## src/rtl/cdr_lock_supervisor.sv

```systemverilog
module cdr_lock_supervisor #(
  parameter int WIN_LOG2   = 16,
  parameter int EDGE_W     = 2,
  parameter int RATIO      = 1,
  parameter int TOL        = 33,
  parameter int SETTLE_CYC = 1024,
  parameter int DATA_W     = 8
) (
  input  logic              clk,
  input  logic              rst,
  input  logic              sig_det_in,
  input  logic              force_ref_n_in,
  input  logic [EDGE_W-1:0] rec_edges,
  input  logic [DATA_W-1:0] rx_data_in,
  output logic              trk_data,
  output logic              lock,
  output logic              los,
  output logic [DATA_W-1:0] rx_data_out
);

  localparam int ACC_W = WIN_LOG2 + EDGE_W + 1;
  localparam int SET_W = $clog2(SETTLE_CYC) + 1;
  localparam logic [ACC_W-1:0] NOM = ACC_W'(RATIO) << WIN_LOG2;

  typedef enum logic [1:0] {ST_REF, ST_ACQ, ST_LCK} st_t;

  st_t               st, st_n;
  logic [1:0]        sd_q, fr_q;
  logic [WIN_LOG2-1:0] win_cnt;
  logic [ACC_W-1:0]  acc, total, diff;
  logic [SET_W-1:0]  settle_cnt;
  logic              armed, good, in_tol, win_end, eval;

  always_ff @(posedge clk) begin
    if (rst) begin
      sd_q <= '0;
      fr_q <= '0;
    end else begin
      sd_q <= {sd_q[0], sig_det_in};
      fr_q <= {fr_q[0], force_ref_n_in};
    end
  end

  assign los         = ~(sd_q[1] & fr_q[1]);
  assign rx_data_out = los ? '0 : rx_data_in;

  assign win_end = &win_cnt;
  assign total   = acc + ACC_W'(rec_edges);
  assign diff    = (total >= NOM) ? total - NOM : NOM - total;
  assign in_tol  = diff <= ACC_W'(TOL);
  assign eval    = win_end & armed;

  always_comb begin
    st_n = st;
    case (st)
      ST_REF: if (!los && settle_cnt == SET_W'(SETTLE_CYC - 1)) st_n = ST_ACQ;
      ST_ACQ: if (los || (eval && !in_tol)) st_n = ST_REF;
              else if (eval && good) st_n = ST_LCK;
      ST_LCK: if (los || (eval && !in_tol)) st_n = ST_REF;
      default: st_n = ST_REF;
    endcase
  end

  always_ff @(posedge clk) begin
    if (rst) begin
      st         <= ST_REF;
      win_cnt    <= '0;
      acc        <= '0;
      armed      <= 1'b0;
      good       <= 1'b0;
      settle_cnt <= '0;
    end else begin
      st      <= st_n;
      win_cnt <= win_cnt + 1'b1;
      acc     <= win_end ? '0 : total;

      if (st_n == ST_REF)  armed <= 1'b0;
      else if (win_end)    armed <= 1'b1;

      if (st_n != ST_ACQ)  good <= 1'b0;
      else if (eval)       good <= in_tol;

      if (st_n != ST_REF || los) settle_cnt <= '0;
      else                       settle_cnt <= settle_cnt + 1'b1;
    end
  end

  assign trk_data = (st != ST_REF);
  assign lock     = (st == ST_LCK);

  AST_LOCK_IMPLIES_TRACK: assert property (@(posedge clk) disable iff (rst)
    lock |-> trk_data);
  AST_LOS_DROPS_TRACK: assert property (@(posedge clk) disable iff (rst)
    (los && trk_data) |=> !trk_data);
  AST_REF_HELD_IN_LOS: assert property (@(posedge clk) disable iff (rst)
    (!trk_data && los) |=> !trk_data);
  AST_BAD_WINDOW_EXITS: assert property (@(posedge clk) disable iff (rst)
    (eval && !in_tol) |=> (!trk_data && !lock));
  AST_LOCK_AT_WINDOW_END: assert property (@(posedge clk) disable iff (rst)
    $rose(lock) |-> $past(win_end));

endmodule

```

## config.mk

```make
export PLATFORM = sky130hd
export DESIGN_NAME = cdr_lock_supervisor
export DESIGN_NICKNAME = d
export VERILOG_FILES = /design/src/rtl/cdr_lock_supervisor.sv
export SDC_FILE = /design/constraint.sdc
export NUM_CORES = 1
export LEC_CHECK = 0
export ABC_CLOCK_PERIOD_IN_PS = 3950
export BUFFER_PORTS_ARGS = -buffer_cell sky130_fd_sc_hd__buf_2
export CAP_MARGIN = 0
export CORE_ASPECT_RATIO = 0.6
export CORE_MARGIN = 5
export CORE_UTILIZATION = 50
export DETAILED_ROUTE_END_ITERATION = 10
export GPL_ROUTABILITY_DRIVEN = 0
export PLACE_DENSITY = 0.71
export REMOVE_ABC_BUFFERS = 1
export SLEW_MARGIN = 25
export SYNTH_ARGS = -nofsm -noshare
export SYNTH_HDL_FRONTEND = slang
export SYNTH_SLANG_ARGS = --single-unit
```

## constraint.sdc

```tcl
create_clock -name clk -period 3.95 [get_ports clk]
set_input_delay 0.395 -clock clk [delete_from_list [all_inputs] [get_ports clk]]
set_output_delay 0.395 -clock clk [all_outputs]
set_load 0.01 [all_outputs]
```

==> reports/metrics.yaml, run 1 <==
power_and_ir_drop:
  finalPower_mw: 1.168
  power.density_nw_per_um2: 306.4
  leakage_nw: 1.464
  vdd_drop_max_v: 0.0002445
floorplan:
  start_util_pct: 50.83
  dieWidth_um: 115.7
  core_um2: 6590
  die_h_um: 73.40
  die-area_um2: 8490
  io_pins: 25
  row_count: 23
logic_synthesis:
  synth-async-reset-ratio_pct: 0
  synth_area_leaders: "dfxtp_1 (32%), xnor2_1 (5.5%), nor2_1 (4.7%), nand3_1 (4.5%), xor2_1 (3.7%)"
  yosys_warnings: 0
  synth_enable_flop_cells: 0
  synth.avg_cell_area_um2: 8.332
  ys.flop_type: "dfxtp_1"
  ys_types: 69
  yosys.area.top_type: "dfxtp_1"
  synth_top_cell_area_share_pct: 32.27
  yosysSeqAreaShare_pct: 32.27
  post-synth-top-count-cell: "dfxtp_1"
  netlist_instances: 402
  ys_top_cells_by_count: "dfxtp_1 (54), nor2_1 (42), nand3_1 (30), nand2_1 (29), xnor2_1 (21)"
  netlist_area_um2: 3349
  synth-seq-cells: 54
setup_path:
  r2r_setup_slack_ns: 0.20
  cp-end-kind: "register"
  critPathArrivalTime_ns: 4.00
  critical_path.max_fanout: 6
  setup.worst_path.start: "acc[0]"
  crit_type: "reg -> reg"
  critPathCapture: "good"
  crit_required_ns: 4.21
  r2r-start: "acc[0]"
  reg2reg_to: "good"
  worstSetupStartpointType: "register"
  reg2regPathDepth: 14
grt:
  gr-total-overflow: 0
  antenna_found_initial: 0
  grt_pass1_wl_um: 13300
  grt_max_degree: 25
  first_global_vias: 2884
  track_usage_pct: 18.98
routing:
  antenna_left: 0
  detail_route.wl_per_cell_um: 14.66
  viasPerCell: 5.729
  dr.pass1.iters: 5
  drt-initial-drc-count: 352
  drt_wl_total_um: 7725
  vias: 3019
  remaining_drc_errors: 0
clocking:
  cts_buffer_depth: 2
  h-tree-depth: 2
  clk_latency_ns: 0.31
  cts_tree: "done"
  clk_pin_slew_ns: 0.10
  cts_num_sinks: 54
  clockRootBuffer: "clkbuf_8"
  cts_buffers: 5
timing:
  relSlewSlack_pct: 38.01
  finalCritPeriodShare_pct: 94.82
  fin_skew_ns: 0.007412
  drv_slew: 0
  hold_viol: 0
  fmax_mhz: 267.0
  max_slew.worst_pin.slew_ns: 0.9264
  finalWorstSetupSlack_ns: 0.2046
  fin_crit_ns: 3.745
  setup_viol: 0
layout:
  drive_gt1_share_pct: 22.27
  fin_nets: 462
  syn_to_final_growth_pct: 13.78
  num-fill-cells: 588
  fin_util_pct: 57.83
  layoutNonFillerInstCount: 527
  antennaDiodeCount: 0
place:
  place_inst: 514
  dp_hpwl_um: 5745
  port_buffers: 24
  dp_slack_ns: -0.09243
hold_path:
  hold_depth: 2
  worstHoldStart: "force_ref_n_in"
  hold_path.class: "in -> reg"
flow_run:
  drv_cap: 0
status:
  status: "completed"
## metrics by stage
step / area, um^2 / hold slack, ns / TNS, ns
floorplan: 3261 / 0.4076 / 0
global placement: 3617 / 0.4198 / 0
detailed placement: 3617 / 0.4218 / -0.9135
CTS: 3727 / 0.2844 / 0
global route: 3811 / 0.2830 / -0.003883
finish: 3811 / 0.2897 / 0
## worst max-delay path, stage by stage (launching register included)
cell,delay (ns)
dfxtp_2,0.34
ha_4,0.16
fa_1,0.51
inv_2,0.10
ha_4,0.13
nand2_1,0.05
or4_4,0.44
a211oi_4,0.36
buf_4,0.18
nand3_1,0.08
xnor2_1,0.15
or4_4,0.43
a22oi_2,0.29
and4_4,0.34
a31o_1,0.15
## layout make-up
type	instances	area, um^2	area share [%]
clock buffer	6	72.57	1.904
clock inverter	2	37.54	0.9849
timing repair buffer	45	277.8	7.288
multi-input combinational	321	2187	57.39
tap	87	108.9	2.856
inverter	12	45.04	1.182
sequential	54	1082	28.40
## logic make-up (layout without fill, tap and decap cells)
logic type / count (synthesis) / after routing / synth area share [%]
buf+inv: 28 / 65 / 3.997
xor+xnor: 37 / 37 / 10.12
mux: 1 / 1 / 0.2989
compound gates: 73 / 73 / 16.29
simple gates: 200 / 201 / 33.43
fa+ha+maj: 9 / 9 / 3.586
flops: 54 / 54 / 32.28
## state kept, by name, summed over array words and instances, names as in the netlist
signal,flops
acc,19
win_cnt,16
settle_cnt,11
fr_q,2
sd_q,2
st,2
armed,1
good,1
## worst min-delay path by stage
stage,end
6_report,fr_q[0]
5_1_grt,sd_q[0]
4_1_cts,fr_q[0]
3_5_place_dp,sd_q[1]
3_3_place_gp,fr_q[1]
2_1_floorplan,win_cnt[0]
## where the power goes
part | internal (mW) | switching (mW) | leakage, nW
logic | 0.107 | 0.123 | 0.975
registers | 0.554 | 0.0107 | 0.437
clock network | 0.189 | 0.184 | 0.0514
total | 0.851 | 0.317 | 1.46
## layer usage
metal	vias to the layer above	global-route usage, %	part of all wire [%]
li1	1543	-	-
met4	0	3.604	0.92
met2	77	27.76	41
met3	9	4.774	5.9
met1	1390	28.37	52
met5	-	0	0
## cell usage in the layout (no fill, tap or decap), types with 3 or more instances in the layout
cell,netlist,layout
buf_2,4,24
nor2b_1,6,6
nand4_1,13,13
or3_1,6,6
nand3_1,30,30
o21ai_0,11,11
and3_1,18,18
and4_1,3,3
a31oi_1,3,3
nand2_1,29,29
o211ai_1,5,5
o2111ai_1,3,3
clkbuf_8,0,5
nor3_1,13,13
and2_1,8,8
xor2_1,14,14
buf_4,2,21
nor4_1,4,4
a21oi_1,12,12
or4_4,2,3
inv_1,11,10
xnor2_1,21,21
dfxtp_1,54,53
or2_2,6,6
nor2_1,42,42
ha_1,8,6
a21oi_2,10,10
## what timing repair did
item / 4_1_cts / 5_1_grt
endpoints found under the hold margin: 0 / 0
endpoints found under the setup margin: 0 / 14
buffers inserted: 0 / 4
hold buffers: 0 / 0
resized for setup: 0 / 10
No activity file was read; power rests on OpenSTA's default activity.
==> run 2, diff against run 1 <==
--- a/config.mk
+++ b/config.mk
@@ -6,14 +6,14 @@
 export NUM_CORES = 1
 export LEC_CHECK = 0
 export ABC_CLOCK_PERIOD_IN_PS = 3950
-export BUFFER_PORTS_ARGS = -buffer_cell sky130_fd_sc_hd__buf_2
 export CAP_MARGIN = 0
 export CORE_ASPECT_RATIO = 0.6
 export CORE_MARGIN = 5
 export CORE_UTILIZATION = 50
 export DETAILED_ROUTE_END_ITERATION = 10
+export DONT_BUFFER_PORTS = 1
 export GPL_ROUTABILITY_DRIVEN = 0
-export PLACE_DENSITY = 0.71
+export PLACE_DENSITY = 0.68
 export REMOVE_ABC_BUFFERS = 1
 export SLEW_MARGIN = 25
 export SYNTH_ARGS = -nofsm -noshare
==> run 2 against run 1 <==
Net effect:
- cell count decreased by 5.7%
- sequential share of layout area increased by 1.3 points
- worst hold slack got worse by 0.16 ns
- clock power increased by 4%
- non-clock buffer count decreased by 30
- combinational power decreased by 9.6%
- fmax decreased by 2.3%
- critical endpoint is now settle_cnt[4]
==> reports/metrics.yaml, run 2 (synthesis results as in run 1) <==
clocking:
  cts_num_sinks: 54
  cts_buffers: 5
  clockRootBuffer: "clkbuf_8"
  cts_tree: "done"
  clk_pin_slew_ns: 0.10
  clk_latency_ns: 0.32
  cts_buffer_depth: 2
  h-tree-depth: 2
timing:
  finalWorstSetupSlack_ns: 0.1172
  finalCritPeriodShare_pct: 97.03
  fin_skew_ns: 0.009068
  fmax_mhz: 260.9
  hold_viol: 0
  max_slew.worst_pin.slew_ns: 0.9421
  relSlewSlack_pct: 36.96
  drv_slew: 0
  setup_viol: 0
  fin_crit_ns: 3.833
setup_path:
  critPathArrivalTime_ns: 4.04
  critical_path.max_fanout: 7
  crit_type: "reg -> reg"
  worstPathCellList: "ha_2 -> fa_1 -> inv_2 -> ha_2 -> nand2_1 -> or4_4 -> a211oi_4 -> nand3_4 -> nor4_4 -> buf_4 -> o311ai_0 -> a32oi_1 -> buf_4 -> and4_4 -> a21oi_2"
  worstSetupStartpointType: "register"
  crit_required_ns: 4.16
  cp-end-kind: "register"
  slowest_delay_ns: 0.53
  slowest_stage: "fa_1"
grt:
  first_global_vias: 2625
  top_usage_layer: "met1"
  grt_pass1_wl_um: 12420
  gr-total-overflow: 0
  grtUsageMet2_pct: 25.06
  use_met1_pct: 27.82
  use_met3_pct: 4.691
  grt_max_degree: 25
  track_usage_pct: 18.04
  antenna_found_initial: 0
hold_path:
  hold_path.class: "in -> reg"
power_and_ir_drop:
  leakage_nw: 1.333
  power.density_nw_per_um2: 318.0
  finalPower_mw: 1.159
  vdd_drop_max_v: 0.0001520
layout:
  syn_to_final_growth_pct: 8.778
  antennaDiodeCount: 0
  fin_nets: 432
  num-fill-cells: 592
  top_register: "acc"
  final_cell_mix: "dfxtp_1 (54), nor2_1 (42), nand2_1 (29), nand3_1 (29), xnor2_1 (21)"
  fin_util_pct: 55.29
  largest_reg_flops: 19
  layoutNonFillerInstCount: 497
  drive_gt1_share_pct: 16.83
  top_regs: "acc (19), win_cnt (16), settle_cnt (11)"
  final_common_cell: "dfxtp_1"
floorplan:
  row_count: 23
  dieWidth_um: 115.7
  die_h_um: 73.40
  die-area_um2: 8490
  start_util_pct: 50.83
  io_pins: 25
  core_um2: 6590
routing:
  antenna_left: 0
  dr.pass1.iters: 5
  detail_route.wl_per_cell_um: 15.18
  viasPerCell: 5.891
  drt-initial-drc-count: 253
  remaining_drc_errors: 0
  vias: 2928
  drt_wl_total_um: 7545
status:
  status: "completed"
place:
  port_buffers: 0
  dp_hpwl_um: 5507
  dp_slack_ns: -0.01501
  place_inst: 484
flow_run:
  drv_cap: 0
[run 2: final timing paths]
check | cells past startpoint | end | startpoint | slack (ns)
setup / recovery | 15 | settle_cnt[4] | acc[0] | 0.12
hold / removal | 1 | sd_q[0] | rst | 0.13
setup reg to reg | 15 | settle_cnt[4] | acc[0] | 0.12
hold reg to reg | 1 | win_cnt[0] | win_cnt[0] | 0.44
[run 2: cell type report]
| class | instances | area, um^2 | area share [%] |
|---|---|---|---|
| repair buffers | 15 | 112.6 | 3.091 |
| inverters | 12 | 45.04 | 1.236 |
| flip-flops and latches | 54 | 1081 | 29.67 |
| multi-input cells | 321 | 2180 | 59.82 |
| clock inverters | 3 | 47.55 | 1.305 |
| well taps | 87 | 108.9 | 2.988 |
| clock buffers | 5 | 68.82 | 1.889 |
[run 2: repair_timing]
item                       4_1_cts  5_1_grt
setup endpoints to repair        0       14
setup buffers                    0        4
gates resized for setup          0        9
hold buffers                     0        0
[run 2: worst max-delay path, delay by kind of cell (launching register included)]
family	cells	cell delay [ns]
compound gates	4	0.93
fa+ha+maj	3	0.88
buf+inv	3	0.45
flops	1	0.32
simple gates	5	1.16
[run 2: through the flow]
| step | cell area (um^2) | hold WS (ns) | setup TNS, ns |
|---|---|---|---|
| finish | 3643 | 0.1290 | 0 |
| global route | 3643 | 0.1048 | -0.2035 |
| CTS | 3568 | 0.1212 | 0 |
| detailed placement | 3452 | 0.4266 | -0.02773 |
| global placement | 3452 | 0.4180 | 0 |
| floorplan | 3261 | 0.4076 | 0 |
[run 2: report_power, final]
group | internal [mW] | total (mW) | switching, mW
Sequential | 0.554 | 0.564 | 0.0107
Combinational | 0.0916 | 0.208 | 0.116
Clock | 0.192 | 0.387 | 0.194
[run 2: layer usage]
layer  routed length [um]  up-vias  part of all wire (%)
met5                    0        -                     0
met4                   54        0                  0.72
met3                  453        7                   6.0
li1                     -     1476                     -
met2                 3099       70                    41
met1                 3937     1375                    52
==> run 3, diff against run 2 <==
--- a/config.mk
+++ b/config.mk
@@ -5,6 +5,7 @@
 export SDC_FILE = /design/constraint.sdc
 export NUM_CORES = 1
 export LEC_CHECK = 0
+export ABC_AREA = 1
 export ABC_CLOCK_PERIOD_IN_PS = 3950
 export CAP_MARGIN = 0
 export CORE_ASPECT_RATIO = 0.6
@@ -15,6 +16,7 @@
 export GPL_ROUTABILITY_DRIVEN = 0
 export PLACE_DENSITY = 0.68
 export REMOVE_ABC_BUFFERS = 1
+export SETUP_SLACK_MARGIN = 0.5
 export SLEW_MARGIN = 25
 export SYNTH_ARGS = -nofsm -noshare
 export SYNTH_HDL_FRONTEND = slang
==> constraint.sdc (replaced) <==
create_clock -name clk -period 3.95 [get_ports clk]
set_input_delay 0.395 -clock clk [delete_from_list [all_inputs] [get_ports clk]]
set_output_delay 0.395 -clock clk [all_outputs]
set_load 0.1 [all_outputs]
==> run 3 against run 2 <==
Net effect:
- non-clock buffer count is 20 higher
- utilization is 5.9 points higher
- cell count is 31% higher
- critical path depth is 6 higher
- clock power is 32% higher
- routed wire length is 12% higher
- critical endpoint is now settle_cnt[9]
- synthesized cell count is 31% higher
- synthesized area is 0.60% higher
- largest power group unchanged
- fmax is 14% higher
- sequential power hardly changed
- worst hold slack better by 0.026 ns
- combinational power is 14% higher
==> reports/metrics.yaml, run 3 <==
status:
  status: "completed"
grt:
  antenna_found_initial: 0
  first_global_vias: 2748
  grt_pass1_wl_um: 12900
  track_usage_pct: 19.38
  gr-total-overflow: 0
  grt_max_degree: 19
flow_run:
  drv_cap: 0
clocking:
  h-tree-depth: 2
  cts_buffers: 5
  clockRootBuffer: "clkbuf_16"
  cts_num_sinks: 54
  cts_tree: "done"
  clk_latency_ns: 0.29
  cts_buffer_depth: 2
  clk_pin_slew_ns: 0.07
routing:
  remaining_drc_errors: 0
  antenna_left: 0
  dr.pass1.iters: 6
  detail_route.wl_per_cell_um: 13.02
  drt-initial-drc-count: 270
  vias: 3292
  drt_wl_total_um: 8473
  viasPerCell: 5.057
place:
  dp_slack_ns: 0.4068
  port_buffers: 0
  dp_hpwl_um: 6154
  dpl_cell_area_um2: 3540
logic_synthesis:
  synth-seq-cells: 54
  netlist_instances: 527
  ys_top_cells_by_count: "nand2_1 (128), nor2_1 (89), inv_1 (88), dfxtp_1 (54), nand3_1 (41)"
  synth-async-reset-ratio_pct: 0
  yosys_warnings: 0
  ys_types: 36
  ys.flop_type: "dfxtp_1"
  yosys.area.top_type: "dfxtp_1"
  synth_area_leaders: "dfxtp_1 (32%), nand2_1 (14%), nor2_1 (9.9%), inv_1 (9.8%), nand3_1 (6.1%)"
  synth_top_cell_area_share_pct: 32.08
  synth.avg_cell_area_um2: 6.394
  netlist_area_um2: 3369
  yosysSeqAreaShare_pct: 32.08
  synth_enable_flop_cells: 0
  post-synth-top-count-cell: "nand2_1"
layout:
  largest_reg_flops: 19
  fin_nets: 586
  syn_to_final_growth_pct: 20.20
  fin_util_pct: 61.19
  top_regs: "acc (19), win_cnt (16), settle_cnt (11)"
  drive_gt1_share_pct: 20.92
  top_register: "acc"
  final_common_cell: "nand2_1"
  final_cell_mix: "nand2_1 (121), inv_1 (85), nor2_1 (78)"
  postLayoutCellArea_um2: 4050
  antennaDiodeCount: 0
hold_path:
  hold_path.class: "in -> reg"
  worstHoldStart: "rst"
  holdPathEnd: "win_cnt[0]"
  hold_depth: 1
setup_path:
  r2r-start: "acc[0]"
  critPathArrivalTime_ns: 3.55
  cp-end-kind: "register"
  crit_type: "reg -> reg"
  reg2regPathDepth: 21
  reg2reg_to: "settle_cnt[9]"
  critical_path.max_fanout: 6
  worstSetupStartpointType: "register"
  r2r_setup_slack_ns: 0.59
  crit_required_ns: 4.14
timing:
  drv_slew: 0
  fin_skew_ns: 0.006320
  fin_tns_setup_ns: 0
  finalCritPeriodShare_pct: 85.05
  finalWorstSetupSlack_ns: 0.5903
  fmax_mhz: 297.6
  setup_viol: 0
  relSlewSlack_pct: 27.53
  hold_viol: 0
  max_slew.worst_pin.slew_ns: 1.086
  fin_crit_ns: 3.360
  grt_setup_unrepaired: "true"
power_and_ir_drop:
  power.density_nw_per_um2: 323.6
  vdd_drop_max_v: 0.0001829
  leakage_nw: 1.755
floorplan:
  dieWidth_um: 116.0
  die_h_um: 73.59
  die-area_um2: 8534
  row_count: 23
  start_util_pct: 50.91
  core_um2: 6619
  io_pins: 25
## run 3: stage by stage
step                total power, mW  hold WS (ns)  std cells
detailed placement           0.7390        0.4096        618
floorplan                    0.7063        0.3883        521
CTS                           1.249        0.1474        626
global route                  1.370        0.1502        651
global placement             0.7375        0.4077        618
finish                        1.311        0.1555        651
## run 3: cells by family after synthesis
family | share of synthesized area [%]
compound gates | 4.010
fa+ha+maj | 3.565
buf+inv | 11.33
flops | 32.08
simple gates | 45.67
xor+xnor | 3.342
## run 3: metal layers
metal	global-route usage, %	vias up	part of all wire (%)
li1	-	1694	-
met1	27.84	1460	47
met2	26.45	129	40
met3	7.654	9	11
met4	5.792	0	0.99
met5	0	-	0
## run 3: worst max path at each step
stage / start / endpoint / slack, ns / depth (start not counted)
finish: acc[0] / settle_cnt[9] / 0.59 / 21
global route: acc[0] / settle_cnt[5] / 0.33 / 24
CTS: acc[0] / settle_cnt[9] / 0.50 / 24
detailed placement: rec_edges[0] / settle_cnt[9] / 0.41 / 17
global placement: rec_edges[0] / settle_cnt[9] / 0.52 / 22
floorplan: rec_edges[0] / settle_cnt[9] / 0.56 / 23
## run 3: worst max-delay path, cell delays in order (launching register included)
cell	delay, ns
dfxtp_2	0.33
ha_4	0.16
fa_2	0.42
buf_4	0.16
nand2_1	0.11
nor2_4	0.08
xor2_2	0.33
nor2_2	0.08
nand2_4	0.12
nor2_8	0.06
buf_4	0.13
nand3_1	0.09
nand3_1	0.09
nand2_1	0.06
nand2_1	0.04
nor2_1	0.11
nand2_1	0.08
o21bai_2	0.22
nand3b_1	0.16
nand4_1	0.20
buf_6	0.16
nor2_1	0.04
## run 3: timing repair
action | in CTS | in global routing
setup buffers | 0 | 24
setup endpoints to repair | 0 | 15
resized for setup | 0 | 39
hold buffers | 0 | 0
## run 3: area by class of cell
cell class / instances / area (um^2)
Clock buffer: 5 / 125.1
Clock inverter: 3 / 47.55
Fill cell: 613 / 2569
Inverter: 92 / 350.3
Multi-Input combinational cell: 375 / 2066
Sequential cell: 54 / 1082
Tap cell: 87 / 108.9
Timing Repair Buffer: 35 / 270.3
## run 3: power by group
part | switching [mW] | internal (mW)
combinational | 0.133 | 0.104
clock | 0.209 | 0.303
sequential | 0.00804 | 0.553
total | 0.351 | 0.960
